### src/rtl/nib_link_pkg.sv
package nib_link_pkg;
    parameter int unsigned NIB_W       = 4;
    parameter int unsigned WIDE_W      = 48;
    parameter int unsigned NARROW_W    = 32;
    localparam int unsigned WIDE_NIBS   = WIDE_W / NIB_W;
    localparam int unsigned NARROW_NIBS = NARROW_W / NIB_W;
    localparam int unsigned CNT_W       = $clog2(WIDE_NIBS + 1);

    typedef enum logic [1:0] {
        TX_IDLE = 2'd0,
        TX_WAIT = 2'd1,
        TX_SEND = 2'd2
    } tx_state_e;

    typedef struct packed {
        logic en;
        logic dir_tx;
        logic wide;
        logic dbl;
    } link_cfg_t;

    function automatic logic [CNT_W-1:0] nibs_per_word(input logic wide);
        return wide ? CNT_W'(WIDE_NIBS) : CNT_W'(NARROW_NIBS);
    endfunction
endpackage

### src/rtl/nib_link_tx.sv
module nib_link_tx
    import nib_link_pkg::*;
(
    input  logic              clk,
    input  logic              rst,
    input  logic              act,
    input  logic              wide,
    input  logic              dbl,
    input  logic              wr_en,
    input  logic [WIDE_W-1:0] wr_data,
    output logic              tx_empty,
    output logic              lk_clk_o,
    output logic [NIB_W-1:0]  lk_dat_o,
    input  logic              lk_ack_i
);
    tx_state_e         state;
    logic [WIDE_W-1:0] hold_q;
    logic              hold_full;
    logic [WIDE_W-1:0] sh_q;
    logic [CNT_W-1:0]  left_q;
    logic              clk_q;
    logic [NIB_W-1:0]  dat_q;
    logic [CNT_W-1:0]  last_idx;

    assign last_idx = nibs_per_word(wide) - CNT_W'(1);

    always_ff @(posedge clk) begin
        if (rst || !act) begin
            state     <= TX_IDLE;
            hold_q    <= '0;
            hold_full <= 1'b0;
            sh_q      <= '0;
            left_q    <= '0;
            clk_q     <= 1'b0;
            dat_q     <= '0;
        end else begin
            if (wr_en && !hold_full) begin
                hold_q    <= wr_data;
                hold_full <= 1'b1;
            end
            case (state)
                TX_IDLE: begin
                    if (hold_full) begin
                        sh_q      <= hold_q;
                        hold_full <= 1'b0;
                        state     <= TX_WAIT;
                    end
                end
                TX_WAIT: begin
                    if (lk_ack_i) begin
                        clk_q  <= 1'b1;
                        dat_q  <= sh_q[NIB_W-1:0];
                        sh_q   <= sh_q >> NIB_W;
                        left_q <= last_idx;
                        state  <= TX_SEND;
                    end
                end
                TX_SEND: begin
                    if (!dbl && clk_q) begin
                        clk_q <= 1'b0;
                        if (left_q == '0) state <= TX_IDLE;
                    end else if (left_q == '0) begin
                        clk_q <= 1'b0;
                        state <= TX_IDLE;
                    end else begin
                        clk_q  <= dbl ? ~clk_q : 1'b1;
                        dat_q  <= sh_q[NIB_W-1:0];
                        sh_q   <= sh_q >> NIB_W;
                        left_q <= left_q - CNT_W'(1);
                    end
                end
                default: state <= TX_IDLE;
            endcase
        end
    end

    assign tx_empty = !hold_full;
    assign lk_clk_o = clk_q;
    assign lk_dat_o = dat_q;

    AST_WAIT_FOR_ACK: assert property (@(posedge clk) disable iff (rst)
        (act && state == TX_WAIT && !lk_ack_i) |=> !lk_clk_o);
    AST_IDLE_CLK_LOW: assert property (@(posedge clk) disable iff (rst)
        (state != TX_SEND) |-> !lk_clk_o);
    AST_COUNT_RANGE: assert property (@(posedge clk) disable iff (rst)
        left_q < CNT_W'(WIDE_NIBS));
    AST_WRITE_TAKEN: assert property (@(posedge clk) disable iff (rst)
        (act && wr_en && tx_empty) |=> !tx_empty);
    AST_OFF_QUIET: assert property (@(posedge clk) disable iff (rst)
        !act |=> (!lk_clk_o && tx_empty));
endmodule

### src/rtl/nib_link_rx.sv
module nib_link_rx
    import nib_link_pkg::*;
(
    input  logic              clk,
    input  logic              rst,
    input  logic              act,
    input  logic              wide,
    input  logic              dbl,
    input  logic              lk_clk_i,
    input  logic [NIB_W-1:0]  lk_dat_i,
    output logic              lk_ack_o,
    input  logic              rd_en,
    output logic [WIDE_W-1:0] rd_data,
    output logic              rx_full
);
    logic              clk_prev;
    logic [WIDE_W-1:0] asm_q;
    logic [CNT_W-1:0]  asm_cnt;
    logic              asm_full;
    logic [WIDE_W-1:0] hold_q;
    logic              hold_full;
    logic              edge_seen;
    logic              take;
    logic              pop;
    logic [CNT_W-1:0]  last_idx;

    assign last_idx  = nibs_per_word(wide) - CNT_W'(1);
    assign edge_seen = dbl ? (lk_clk_i ^ clk_prev) : (lk_clk_i & ~clk_prev);
    assign take      = edge_seen && !asm_full;
    assign pop       = rd_en && hold_full;

    always_ff @(posedge clk) begin
        if (rst || !act) begin
            clk_prev  <= 1'b0;
            asm_q     <= '0;
            asm_cnt   <= '0;
            asm_full  <= 1'b0;
            hold_q    <= '0;
            hold_full <= 1'b0;
        end else begin
            clk_prev <= lk_clk_i;
            if (take) begin
                for (int i = 0; i < WIDE_NIBS; i++) begin
                    if (asm_cnt == CNT_W'(i)) asm_q[i*NIB_W +: NIB_W] <= lk_dat_i;
                end
                if (asm_cnt == last_idx) begin
                    asm_full <= 1'b1;
                    asm_cnt  <= '0;
                end else begin
                    asm_cnt <= asm_cnt + CNT_W'(1);
                end
            end
            if (asm_full && (!hold_full || pop)) begin
                hold_q    <= asm_q;
                hold_full <= 1'b1;
                asm_full  <= 1'b0;
                asm_q     <= '0;
            end else if (pop) begin
                hold_full <= 1'b0;
            end
        end
    end

    assign lk_ack_o = act && !(asm_full && hold_full);
    assign rd_data  = hold_q;
    assign rx_full  = hold_full;

    AST_NO_OVERRUN: assert property (@(posedge clk) disable iff (rst)
        (act && edge_seen) |-> !asm_full);
    AST_HOLD_STABLE: assert property (@(posedge clk) disable iff (rst)
        (act && hold_full && !rd_en) |=> (rx_full && $stable(rd_data)));
    AST_EMPTY_READ_NOP: assert property (@(posedge clk) disable iff (rst)
        (act && rd_en && !hold_full && !asm_full) |=> !rx_full);
    AST_OFF_CLEARS: assert property (@(posedge clk) disable iff (rst)
        !act |=> !rx_full);
endmodule

### src/rtl/nib_link_port.sv
module nib_link_port
    import nib_link_pkg::*;
(
    input  logic              clk,
    input  logic              rst,
    input  logic              cfg_en,
    input  logic              cfg_dir_tx,
    input  logic              cfg_wide,
    input  logic              cfg_dbl,
    input  logic              wr_en,
    input  logic [WIDE_W-1:0] wr_data,
    output logic              tx_empty,
    input  logic              rd_en,
    output logic [WIDE_W-1:0] rd_data,
    output logic              rx_full,
    output logic              lk_clk_o,
    output logic [NIB_W-1:0]  lk_dat_o,
    input  logic              lk_ack_i,
    input  logic              lk_clk_i,
    input  logic [NIB_W-1:0]  lk_dat_i,
    output logic              lk_ack_o
);
    link_cfg_t cfg;
    logic      tx_act;
    logic      rx_act;

    assign cfg    = '{en: cfg_en, dir_tx: cfg_dir_tx, wide: cfg_wide, dbl: cfg_dbl};
    assign tx_act = cfg.en && cfg.dir_tx;
    assign rx_act = cfg.en && !cfg.dir_tx;

    nib_link_tx u_tx (
        .clk      (clk),
        .rst      (rst),
        .act      (tx_act),
        .wide     (cfg.wide),
        .dbl      (cfg.dbl),
        .wr_en    (wr_en),
        .wr_data  (wr_data),
        .tx_empty (tx_empty),
        .lk_clk_o (lk_clk_o),
        .lk_dat_o (lk_dat_o),
        .lk_ack_i (lk_ack_i)
    );

    nib_link_rx u_rx (
        .clk      (clk),
        .rst      (rst),
        .act      (rx_act),
        .wide     (cfg.wide),
        .dbl      (cfg.dbl),
        .lk_clk_i (lk_clk_i),
        .lk_dat_i (lk_dat_i),
        .lk_ack_o (lk_ack_o),
        .rd_en    (rd_en),
        .rd_data  (rd_data),
        .rx_full  (rx_full)
    );

    AST_ONE_DIRECTION: assert property (@(posedge clk) disable iff (rst)
        !(lk_clk_o && lk_ack_o));
endmodule

### config.mk
export PLATFORM = sky130hd
export DESIGN_NAME = nib_link_port
export DESIGN_NICKNAME = d
export VERILOG_FILES = /design/src/rtl/nib_link_pkg.sv /design/src/rtl/nib_link_tx.sv /design/src/rtl/nib_link_rx.sv /design/src/rtl/nib_link_port.sv
export SDC_FILE = /design/constraint.sdc
export NUM_CORES = 1
export LEC_CHECK = 0
export BUFFER_PORTS_ARGS = -buffer_cell sky130_fd_sc_hd__buf_2
export CORE_AREA = 8 8 139 141
export DETAILED_ROUTE_END_ITERATION = 10
export DIE_AREA = 0 0 147 149
export GPL_TIMING_DRIVEN = 0
export PLACE_DENSITY_LB_ADDON = 0.3
export RECOVER_POWER = 50
export SLEW_MARGIN = 20
export SYNTH_ARGS = -nofsm -noshare
export SYNTH_HDL_FRONTEND = slang
export SYNTH_SLANG_ARGS = --single-unit
### constraint.sdc
create_clock -name clk -period 2.4 [get_ports clk]
set_clock_uncertainty 0.1 [all_clocks]
set_input_delay 0.48 -clock clk [delete_from_list [all_inputs] [get_ports clk]]
set_output_delay 0.48 -clock clk [all_outputs]
set_load 0.03 [all_outputs]
After elaboration in Yosys (flattened, before gate mapping)
Index checks and enable logic that the tools add are counted.
- flip-flop bits (word level): 211
- input port bits: 62
- add/sub/neg operators: 3
- equal/unequal tests: 19
- mux-type cells: 30
- bitwise operators: 4
- reduce and logical (&&, ||, !) cells: 44
- operator list (cell ; count):
    $mux 48 ; 4
    $pmux 48 s3 ; 1
    $mux 4 ; 7
    $reduce_and 2->1 ; 14
    $eq 4x3->1 const B ; 4
    $eq 4x4->1 const B ; 4
    $pmux 4 s2 ; 2
    $mux 1 ; 10
    $logic_and 1x1->1 ; 9
    $eq 4x2->1 const B ; 2
    $logic_not 1->1 ; 8
    $logic_not 4->1 ; 2
    $sub 4x1->4 const B ; 2
    $mux 2 ; 3
    $ne 2x2->1 const B ; 3
    $pmux 2 s3 ; 1
    $reduce_and 5->1 ; 1
    $add 4x1->4 const B ; 1
    $eq 4x1->1 const B ; 1
    $eq 4x4->1 ; 1
    $ne 2x1->1 const B ; 2
    $reduce_and 4->1 ; 1
    $reduce_bool 2->1 ; 2
    $logic_or 1x1->1 ; 3
    other kinds (11) ; 12

Depth between registers and ports, before layout
Gate-level depths: netlist of the first run.
- depth after elaboration: 5
- depth in mapped cells: 8

By module
Synthesis of the first run repeated with hierarchy kept, for this count alone.
- cell total of the unflattened synthesis: 967
- area total of the unflattened synthesis: 8705.8 um^2
- modules (own cells, without submodules) (module ; instances ; cells each ; area each (um^2) ; sequential area each (um^2)):
    nib_link_tx ; 1 ; 499 ; 4715.8 ; 2162.1
    nib_link_rx ; 1 ; 466 ; 3973.8 ; 2062.0
    nib_link_port ; 1 ; 2 ; 16.3 ; 0.0

Least setup slack after synthesis of the first run
Ideal clock, no wire load.
- kind: input to register
- start: in lk_clk_i
- end: reg u_rx.asm_q[10]
- setup time: 0.128 ns
- arrival: 1.689 ns
- required time: 2.172 ns
- setup slack: 0.483 ns
- stages: 6
- buffers on the path: 1
- cells stage by stage: ha_1 -> nor2b_1 -> buf_4 -> o2111ai_2 -> mux2i_1 -> nor2_1
- word-level cells in the longest chain between the ends: 4
- elaborated cells between the ends (all ways): 5
- ends and longest elaborated chain (element ; line ; RTL):
    from (decl) ; nib_link_port.sv:19 ; input logic lk_clk_i,
    $and 1x1->1 or $xor 1x1->1 (tied branches) ; nib_link_rx.sv:28 ; assign edge_seen = dbl ? (lk_clk_i ^ clk_prev) : (lk_clk_i & ~clk_prev);
    $mux 1 (*) ; nib_link_rx.sv:28 ;
    $logic_and 1x1->1 (*) ; nib_link_rx.sv:29 ; assign take = edge_seen && !asm_full;
    $reduce_and 2->1 (no source line) (*) ; n/a ;
    to (signal, indexed assignment) ; nib_link_rx.sv:44 ; if (asm_cnt == CNT_W'(i)) asm_q[i*NIB_W +: NIB_W] <= lk_dat_i;
    to (decl) ; nib_link_rx.sv:17 ; logic [WIDE_W-1:0] asm_q;
Mark *: on every way between the ends. The rest lies on a longest branch, timed or not.
A chain may end at the register's enable or synchronous reset.

Worst setup path after layout of the first run
- start: reg u_tx.state[0]
- end: reg u_tx.sh_q[9]
- word-level cells in the longest chain between the ends: 3
- elaborated cells between the ends (all ways): 10
- ends and longest elaborated chain (element ; line ; RTL):
    from (decl) ; nib_link_tx.sv:16 ; tx_state_e state;
    from (signal assigned) ; nib_link_tx.sv:29 ; state <= TX_IDLE;
    from (signal assigned) ; nib_link_tx.sv:46 ; state <= TX_WAIT;
    from (signal assigned) ; nib_link_tx.sv:55 ; state <= TX_SEND;
    $eq 2x2->1, or another cell as far along ; nib_link_tx.sv:41 ; case (state)
    $ne 2x2->1 (no source line), or another cell as far along ; n/a ;
    $reduce_and 5->1 (no source line) ; n/a ;
    to (signal assigned) ; nib_link_tx.sv:44 ; sh_q <= hold_q;
    to (signal assigned) ; nib_link_tx.sv:53 ; sh_q <= sh_q >> NIB_W;
    to (signal assigned) ; nib_link_tx.sv:68 ; sh_q <= sh_q >> NIB_W;
    to (decl) ; nib_link_tx.sv:19 ; logic [WIDE_W-1:0] sh_q;
Parallel ways exist; a longest one is shown, timed or not.

==> metrics.md, run 1 <==
| Metric | Value |
|---|---|
| Most common cell on crit path | buf_2 |
| Die area | roughly 22000 um2 |
| Status | completed |
| CTS tree | built |
| Crit start category | flip-flop |
| HPWL Detailed | between 10000 and 15000 um |
| Die height | 149 um |
| CTS HTree Levels | 1 |
| Simple-gate share of the synthesized area | 0.144 |
| Fin crit share | 0.932 |
| Synth warnings | 0 |
| Fraction of the mapped netlist area in adder cells | 0.0180 |
| Final min period | ~2.2 ns |
| Avg Cell Area, Syn | approximately 9.0 um2 |
| Average wire per standard cell | between 15 and 20 um |
| Register area share after synthesis | 0.506 |
| Cell variety after synth | 46 |
| Fraction of final layout cells sized beyond drive strength 1 | 0.122 |
| CTS Buf Count | 22 |
| Peak VDD IR | 0.640 mV |
| CP required | ~2.7 ns |
| RSZ-0062 raised after global routing | no |
| Root Buffer Master | clkbuf_16 |
| CP Data Arrival Time | approximately 2.5 ns |
| Vias in the first global route | between 7000 and 8000 |
| Flop-to-flop setup slack | around 0.16 ns |
| P_leak | ~3.6 nW |
| Worst path slowest cell | dfxtp_1 |
| Mux cell area share after synthesis | 0.121 |
| CTS Buffer Depth | 3 |
| Hold Path Depth | 3 |
| Asr flop ratio synth | 0 |
| I/O pins | ~120 |
| Num rows | 48 |
| Hold Path Sink | u_tx.hold_q[18] |
| Max cap viols | 0 |
| Post-route DRC | 0 |
| XOR/XNOR share of the synthesized area | 0.00314 |
| Final WL | approximately 21000 um |
| Fill cells | ~1600 |
| Cell taking the most area after synthesis | dfxtp_1 |
| Top cells by area, synth | dfxtp_1 51%, mux2i_1 12%, nand2_1 8.9% |
| Peak Freq | ~450 MHz |
| Area growth syn-to-layout | 19.2% |
| Origin of the critical flop-to-flop path | u_tx.state[0] |
| Post-synth EDFFs | 0 |
| GRT Util Overall | 0.188 |
| CP Class | flip-flop to flip-flop |
| First-pass GRT wire length | 34700 um |
| Actual slew at the worst max-slew pin | ~0.72 ns |
| Core area | around 17000 um2 |
| Final antenna-violating net count | 0 |
| Port Buffer Count | approximately 120 |
| Fin Hold WS | 0.121 ns |
| Compound-cell area share of the yosys netlist | 0.165 |
| Mapped Cells | 929 |
| Initial core utilization | 0.490 |
| Yosys top cell area share | 0.506 |
| Pin count of the biggest net entering global routing | 15 |
| Initial antenna violation count | 3 |
| CTS Hold Buffers Added | 0 |
| P per Cell Area | roughly 760 nW/um2 |
| Most frequent cells in the layout | 211 x dfxtp_1, 199 x nand2_1, 149 x a21oi_1 |
| Ys flop type | dfxtp_1 |
| Total grt overflow | 0 |
| Crit. End Element | flip-flop |
| Setup violators final | 0 |
| Largest family of logic cells by synthesized area | compound AO/OA/AOI/OAI gates |
| Critical Path Max Stage Delay | approximately 0.38 ns |
| Worst skew pair latency | approximately 0.50 ns |
| Vias | 6936 |
| Sum Neg Setup Slack | 0 ns |
| Syn nets | around 1000 |
| Commonest non-fill, non-tap cell in the layout | dfxtp_1 |
| Hold Path Class | input port to flip-flop |
| Clock Sinks | 211 |
| Util after Layout | 0.584 |
| Total iterations of the first detailed-routing run | 5 |
| Final hold vios | 0 |
| Nets | 1144 |
| Post-CTS Setup Inserts | 0 |
| Vias per cell | around 5.3 |
| Final GP Congestion | 0.819 |
| Syn Std Cell Area | ~8400 um2 |
| Reg2Reg Capture Point | u_tx.sh_q[9] |
| Fin. max-slew vios | 0 |
| Seq cells post-synth | around 210 |
| Slew HR | 0.522 |
| Clock-pin slew on the worst setup and hold paths | about 0.060 ns |
| Initial DRC Count | approximately 420 |
| Post-CTS sizing | 0 |
| Width of the die | roughly 150 um |
| Worst hold start | wr_data[18] |
| Cells along the critical path | inv_1, ha_1, clkbuf_1, a21oi_2, buf_2, buf_2, a21oi_1, a211oi_1 |
| Reg2reg path depth | 8 |
| CP Max Fanout | 10 |
==> registers in the layout, summed over array words and instances (netlist names) <==
register,count
u_tx.hold_q,48
u_tx.hold_full,1
u_rx.asm_cnt,4
u_tx.sh_q,48
u_rx.asm_q,48
u_tx.lk_dat_o,4
u_rx.rd_data,48
u_tx.left_q,4
u_rx.clk_prev,1
u_tx.lk_clk_o,1
u_tx.state,2
u_rx.rx_full,1
u_rx.asm_full,1
==> worst max-delay path by stage <==
stage | start | to | slack [ns] | cells past startpoint
floorplan | lk_clk_i | u_rx.asm_q[10] | 0.48 | 6
global placement | cfg_dir_tx | u_tx.hold_q[11] | 0.02 | 6
detailed placement | cfg_dir_tx | u_tx.hold_q[11] | -0.01 | 6
CTS | u_tx.state[0] | u_tx.sh_q[9] | 0.19 | 8
global route | u_tx.state[0] | u_tx.sh_q[9] | 0.02 | 8
finish | u_tx.state[0] | u_tx.sh_q[9] | 0.16 | 8
==> critical path: cells and delay by family (launching register included) <==
family                     cells  cell delay, ns
AOI/OAI and AO/OA              3            0.59
DFF                            1            0.38
buffers and inverters          4            0.85
adders and majority gates      1            0.20
==> power by group <==
part	switching, mW	internal (mW)
logic	0.201	0.112
clock network	1.40	2.35
registers	0.0138	3.53
==> cells in the mapped netlist (all sizes together), types with 2 or more instances <==
| cell type | instances |
|---|---|
| nand2 | 199 |
| and3b | 2 |
| o21ai | 8 |
| dfxtp | 211 |
| xnor2 | 2 |
| clkbuf | 39 |
| nand2b | 3 |
| inv | 12 |
| ha | 12 |
| a211oi | 46 |
| nand3 | 5 |
| buf | 32 |
| nand4b | 4 |
| a21oi | 150 |
| o2111ai | 12 |
| nor2b | 5 |
| mux2i | 101 |
| nor3 | 3 |
| nor2 | 64 |
| nor3b | 3 |
==> cell type report <==
class                           instances  area (um2)  area share
Clock buffer                           30         622      0.0625
Clock inverter                         10         178      0.0178
Multi-Input combinational cell        635        3770       0.379
Sequential cell                       211        4220       0.424
Buffer                                 71         317      0.0318
Antenna cell                            2        5.00    0.000503
Tap cell                              225         282      0.0283
Inverter                               12        45.0     0.00452
Timing Repair Buffer                  117         515      0.0518
==> logic make-up after synthesis <==
logic type,Yosys count
AO/OA/AOI/OAI,226
multiplexers,101
flip-flops,211
buffers and inverters,83
XOR/XNOR,3
AND/OR/NAND/NOR,293
adder cells (fa/ha/maj),12
==> per-layer routing <==
layer	vias up	GRT usage	part of all wire
met5	-	0	0.00062
met4	2	0.0515	0.018
met3	32	0.0416	0.054
met2	165	0.342	0.50
li1	3475	-	-
met1	3262	0.219	0.43
==> per-stage QoR <==
stage	std cells	total power [mW]	instance area (um2)	setup WS [ns]
floorplan	929	3.81	8360	0.483
global placement	1271	3.93	9220	0.0215
detailed placement	1271	3.93	9220	-0.0141
CTS	1311	7.66	10000	0.194
global route	1312	7.83	9950	0.0155
finish	1313	7.60	9960	0.163
No activity file was read; power rests on OpenSTA's default activity.
==> run 2: changes to the inputs <==
CORE_AREA = 8 8 141 143   (was 8 8 139 141)
DIE_AREA = 0 0 149 151   (was 0 0 147 149)
SYNTH_HIERARCHICAL = 1   (was not set)
==> metrics.md, run 2 <==
| Metric | Value |
|---|---|
| Status | completed |
| Area growth syn-to-layout | 18.4% |
| Register area share after synthesis | 0.485 |
| CP Max Fanout | 7 |
| Avg Cell Area, Syn | between 9 and 10 um2 |
| P per Cell Area | 728 nW/um2 |
| Total Power | 7.50 mW |
| Crit. End Element | flip-flop |
| Delay-heaviest family, CP | compound AO/OA/AOI/OAI gates |
| Mapped Cells | about 970 |
| Worst setup margin | 0.221 ns |
| Fin crit share | 0.908 |
| Cell variety after synth | 49 |
| I/O pins | between 100 and 150 |
| Port Buffer Count | 113 |
| Area occupied by multi-input gates | slightly above 4000 um2 |
| Most frequent cells in the layout | 226 x nand2_1, 210 x dfxtp_1, 107 x a21oi_1 |
| Post-synth EDFFs | 0 |
| RSZ-0062 raised after global routing | no |
| Synth warnings | 6 |
| Average wire per standard cell | ~16 um |
| GRT Util Overall | 0.186 |
| Ys flop type | dfxtp_1 |
| CP required | ~2.7 ns |
| Final min period | ~2.2 ns |
| Worst path slowest cell | a2111o_1 |
| Vias per cell | 5.28 |
| Seq. cell area | between 4000 and 5000 um2 |
| Vias | 7147 |
| Final hold vios | 0 |
| Count leader, synth | nand2_1 |
| Initial DRC Count | approximately 370 |
| Hold Path Class | input port to flip-flop |
| HPWL Detailed | ~15000 um |
| Clock-pin slew on the worst setup and hold paths | about 0.060 ns |
| Peak Freq | about 460 MHz |
| Max cap viols | 0 |
| Fraction of final layout cells sized beyond drive strength 1 | 0.173 |
| CP Data Arrival Time | 2.50 ns |
| Initial core utilization | 0.493 |
| Pin count of the biggest net entering global routing | 14 |
| Cell taking the most area after synthesis | dfxtp_1 |
| Yosys top cell area share | 0.485 |
| Width of the die | 149 um |
| Post-route DRC | 0 |
| Die area | 22500 um2 |
| Worst skew pair latency | 0.50 ns |
| Critical Path Max Stage Delay | 0.48 ns |
| Root Buffer Master | clkbuf_16 |
| Initial antenna violation count | 0 |
| Fill cells | around 1700 |
| CTS Buffer Depth | 3 |
| Slew HR | 0.501 |
| First-pass GRT wire length | around 35000 um |
| Syn nets | about 1000 |
| Nets | roughly 1200 |
| Seq cells post-synth | 211 |
| Sum Neg Setup Slack | 0 ns |
| Crit start category | flip-flop |
| Asr flop ratio synth | 0 |
| Core area | 17700 um2 |
| Commonest non-fill, non-tap cell in the layout | nand2_1 |
| Vias in the first global route | 7095 |
| Final antenna-violating net count | 0 |
| Num rows | between 40 and 50 |
| Fin Hold WS | 0.0977 ns |
| Total grt overflow | 0 |
| Final WL | about 21000 um |
| Die height | ~150 um |
| Cells along the critical path | inv_1, ha_1, and3b_1, a2111o_1, or3_1, a31oi_1 |
| Synth cell count leaders | 226 x nand2_1, 211 x dfxtp_1, 106 x a21oi_1 |
| CP Class | flip-flop to flip-flop |
| CTS HTree Levels | 1 |
| P_leak | 3.40 nW |
| Antenna Cells | 0 |
| Syn Std Cell Area | approximately 8700 um2 |
| Clock Sinks | roughly 210 |
| Top cells by area, synth | dfxtp_1 49%, nand2_1 9.7%, mux2i_1 7.5% |
| CTS Buf Count | 23 |
| DP Worst Slack | -0.167 ns |
| Setup violators final | 0 |
| Fin. max-slew vios | 0 |
| Final GP Congestion | between 0.8 and 0.9 |
| Total iterations of the first detailed-routing run | 4 |
| Actual slew at the worst max-slew pin | roughly 0.75 ns |
| CTS tree | built |
| CP bufs+invs | 1 |
| Peak VDD IR | between 0.5 and 0.6 mV |
run 2: changes by cell type in the layout (fill, tap and decap cells not counted), sizes merged, moves of 7 or more:
cell / delta
mux2i: -36
nand2: +27
nor2: +7
o2111ai: -8
nand2b: +13
o21ai: +36
nand3: +35
a21oi: -42
run 2: power by group:
group / internal [mW] / leakage (nW) / switching, mW
combinational: 0.112 / 1.30 / 0.225
sequential: 3.53 / 1.70 / 0.0140
clock: 2.21 / 0.396 / 1.41
total: 5.85 / 3.40 / 1.65
run 2: cells by family after synthesis:
family                     count (synthesis)  share of synthesized area
DFF                                      211                      0.485
and+or+nand+nor                          377                      0.186
AOI/OAI and AO/OA                        221                      0.188
muxes                                     66                     0.0760
adders and majority gates                 12                     0.0172
buffers and inverters                     80                     0.0474
run 2: final timing paths:
kind | startpoint | endpoint | slack [ns] | cells past startpoint
setup reg to reg | u_tx/state[0] | u_tx/left_q[2] | 0.22 | 6
hold / removal | lk_clk_i | u_rx/clk_prev | 0.1 | 2
setup / recovery | u_tx/state[0] | u_tx/left_q[2] | 0.22 | 6
hold reg to reg | u_rx/asm_q[6] | u_rx/rd_data[6] | 0.35 | 2
run 2: metrics by stage:
stage	cell area, um2	std cells	util
6_report	10300	1353	0.584
5_1_grt	10300	1353	0.584
4_1_cts	10400	1352	0.587
3_5_place_dp	9560	1309	0.541
3_3_place_gp	9560	1309	0.541
2_1_floorplan	8710	967	-
run 2: final cells by class:
cell class	count	area share
flip-flops and latches	211	0.410
inverters	9	0.00328
clock inverters	6	0.00668
multi-input cells	676	0.394
clock buffers	36	0.0713
plain buffers	70	0.0357
well taps	229	0.0278
repair buffers	116	0.0509
run 2: routing by layer:
| layer | global-route usage | wire length (um) | vias up |
|---|---|---|---|
| li1 | - | - | 3588 |
| met1 | 0.221 | 9130 | 3361 |
| met2 | 0.336 | 10700 | 161 |
| met3 | 0.0320 | 959 | 37 |
| met4 | 0.0586 | 506 | 0 |
| met5 | 0 | 0 | - |
run 2: what timing repair did:
item                                    in CTS  in global routing
setup buffers                                1                  2
resized for setup                            0                  3
pin swaps                                    1                  1
hold buffers                                 0                  0
endpoints found under the setup margin      48                 51
==> run 3: changes to the inputs <==
CORE_AREA = 8 8 131 133   (was 8 8 141 143)
DIE_AREA = 0 0 139 141   (was 0 0 149 151)
SYNTH_HIERARCHICAL = not set   (was 1)
==> metrics.md, run 3 (synthesis gave the netlist of run 1 again) <==
| Metric | Value |
|---|---|
| Pin count of the biggest net entering global routing | 14 |
| Vias per cell | between 5 and 6 |
| Area growth syn-to-layout | 18.3% |
| Final antenna-violating net count | 0 |
| Slew HR | 0.511 |
| Crit start category | flip-flop |
| Sequential fraction of design power | 0.478 |
| Fin Hold WS | between 0.1 and 0.15 ns |
| Clock Sinks | about 210 |
| CTS tree | built |
| CP Max Fanout | 10 |
| Pint | about 5.9 mW |
| RSZ-0062 raised after global routing | no |
| Peak Freq | approximately 450 MHz |
| Sum Neg Setup Slack | 0 ns |
| Average wire per standard cell | around 16 um |
| First-pass GRT wire length | about 34000 um |
| I/O pins | 118 |
| CTS Buffer Depth | 3 |
| Most frequent cells in the layout | 211 x dfxtp_1, 199 x nand2_1, 149 x a21oi_1 |
| Post-CTS Setup Inserts | 0 |
| Antenna Cells | 0 |
| Commonest non-fill, non-tap cell in the layout | dfxtp_1 |
| Max cap viols | 0 |
| Die area | between 15000 and 20000 um2 |
| Worst skew pair latency | ~0.5 ns |
| CP Data Arrival Time | roughly 2.5 ns |
| Total iterations of the first detailed-routing run | 6 |
| Peak VDD IR | about 0.53 mV |
| CTS Hold Buffers Added | 0 |
| Final min period | roughly 2.2 ns |
| Fin crit share | 0.920 |
| CP Class | flip-flop to flip-flop |
| Logic pwr share | 0.042 |
| Initial DRC Count | 329 |
| Clock power share | 0.480 |
| CTS Buf Count | 22 |
| P per Cell Area | ~750 nW/um2 |
| Sw Share | 0.208 |
| Initial core utilization | 0.558 |
| Final WL | ~20000 um |
| Post-route DRC | 0 |
| Setup violators final | 0 |
| CP required | 2.70 ns |
| Final GP Congestion | roughly 0.81 |
| Status | completed |
| GRT Util Overall | 0.204 |
| Num rows | 45 |
| Root Buffer Master | clkbuf_16 |
| Width of the die | about 140 um |
| Fraction of final layout cells sized beyond drive strength 1 | 0.121 |
| HPWL Detailed | about 15000 um |
| Nets | about 1100 |
| Total grt overflow | 0 |
| Clock-pin slew on the worst setup and hold paths | 0.06 ns |
| Vias in the first global route | slightly below 7000 |
| Vias | 6897 |
| NetSw | 1.54 mW |
| Die height | approximately 140 um |
| Hold Path Class | input port to flip-flop |
| Port Buffer Count | between 100 and 150 |
| Initial antenna violation count | 0 |
| Crit. End Element | flip-flop |
| Actual slew at the worst max-slew pin | about 0.73 ns |
| CTS HTree Levels | 1 |
| Fill cells | around 1300 |
| Total Power | 7.41 mW |
| Core area | between 10000 and 15000 um2 |
| Final hold vios | 0 |
| P_leak | about 3.6 nW |
| Fin. max-slew vios | 0 |
| Post-CTS sizing | 0 |
run 3: worst paths after layout:
| check | startpoint | to | slack (ns) | cells after the start |
|---|---|---|---|---|
| hold reg to reg | u_rx.rd_data[46] | u_rx.rd_data[46] | 0.35 | 2 |
| setup reg to reg | u_tx.state[0] | u_tx.sh_q[13] | 0.19 | 8 |
| hold / removal | wr_data[35] | u_tx.hold_q[35] | 0.12 | 3 |
| setup / recovery | u_tx.state[0] | u_tx.sh_q[13] | 0.19 | 8 |
run 3: worst max-delay path, stage by stage, from the launching register on:
cell	delay [ns]
dfxtp_1	0.39
inv_1	0.12
ha_1	0.27
and3b_1	0.23
a21oi_2	0.18
buf_2	0.24
buf_2	0.25
a21oi_1	0.09
a211oi_1	0.24
run 3: power groups by stage:
| stage | registers (mW) | clock network [mW] | logic (mW) |
|---|---|---|---|
| floorplan | 3.61 | 0 | 0.193 |
| global placement | 3.62 | 0 | 0.308 |
| detailed placement | 3.62 | 0 | 0.312 |
| CTS | 3.54 | 3.62 | 0.314 |
| global route | 3.54 | 3.75 | 0.345 |
| finish | 3.54 | 3.56 | 0.311 |
run 3: area by class of cell:
cell class / count / area (um2) / area share
multi-input cells: 635 / 3770 / 0.382
inverters: 12 / 45.0 / 0.00456
clock buffers: 34 / 707 / 0.0715
flip-flops and latches: 211 / 4220 / 0.428
well taps: 188 / 235 / 0.0238
repair buffers: 117 / 514 / 0.0520
clock inverters: 3 / 68.8 / 0.00696
plain buffers: 71 / 317 / 0.0320
run 3: metal layers:
| metal | track usage | wire length, um |
|---|---|---|
| met4 | 0.0687 | 536 |
| met5 | 0 | 0 |
| met2 | 0.380 | 10300 |
| met3 | 0.0422 | 945 |
| met1 | 0.226 | 8520 |
run 3: metrics by stage:
| stage | instance area, um2 | cells | setup slack (ns) | utilization |
|---|---|---|---|---|
| after CTS | 9950 | 1271 | 0.210 | 0.664 |
| after floorplan | 8360 | 929 | 0.483 | - |
| final | 9880 | 1271 | 0.192 | 0.660 |
| after detailed placement | 9180 | 1234 | 0.0708 | 0.613 |
| after global routing | 9880 | 1271 | 0.0683 | 0.660 |
| after global placement | 9180 | 1234 | 0.0390 | 0.613 |
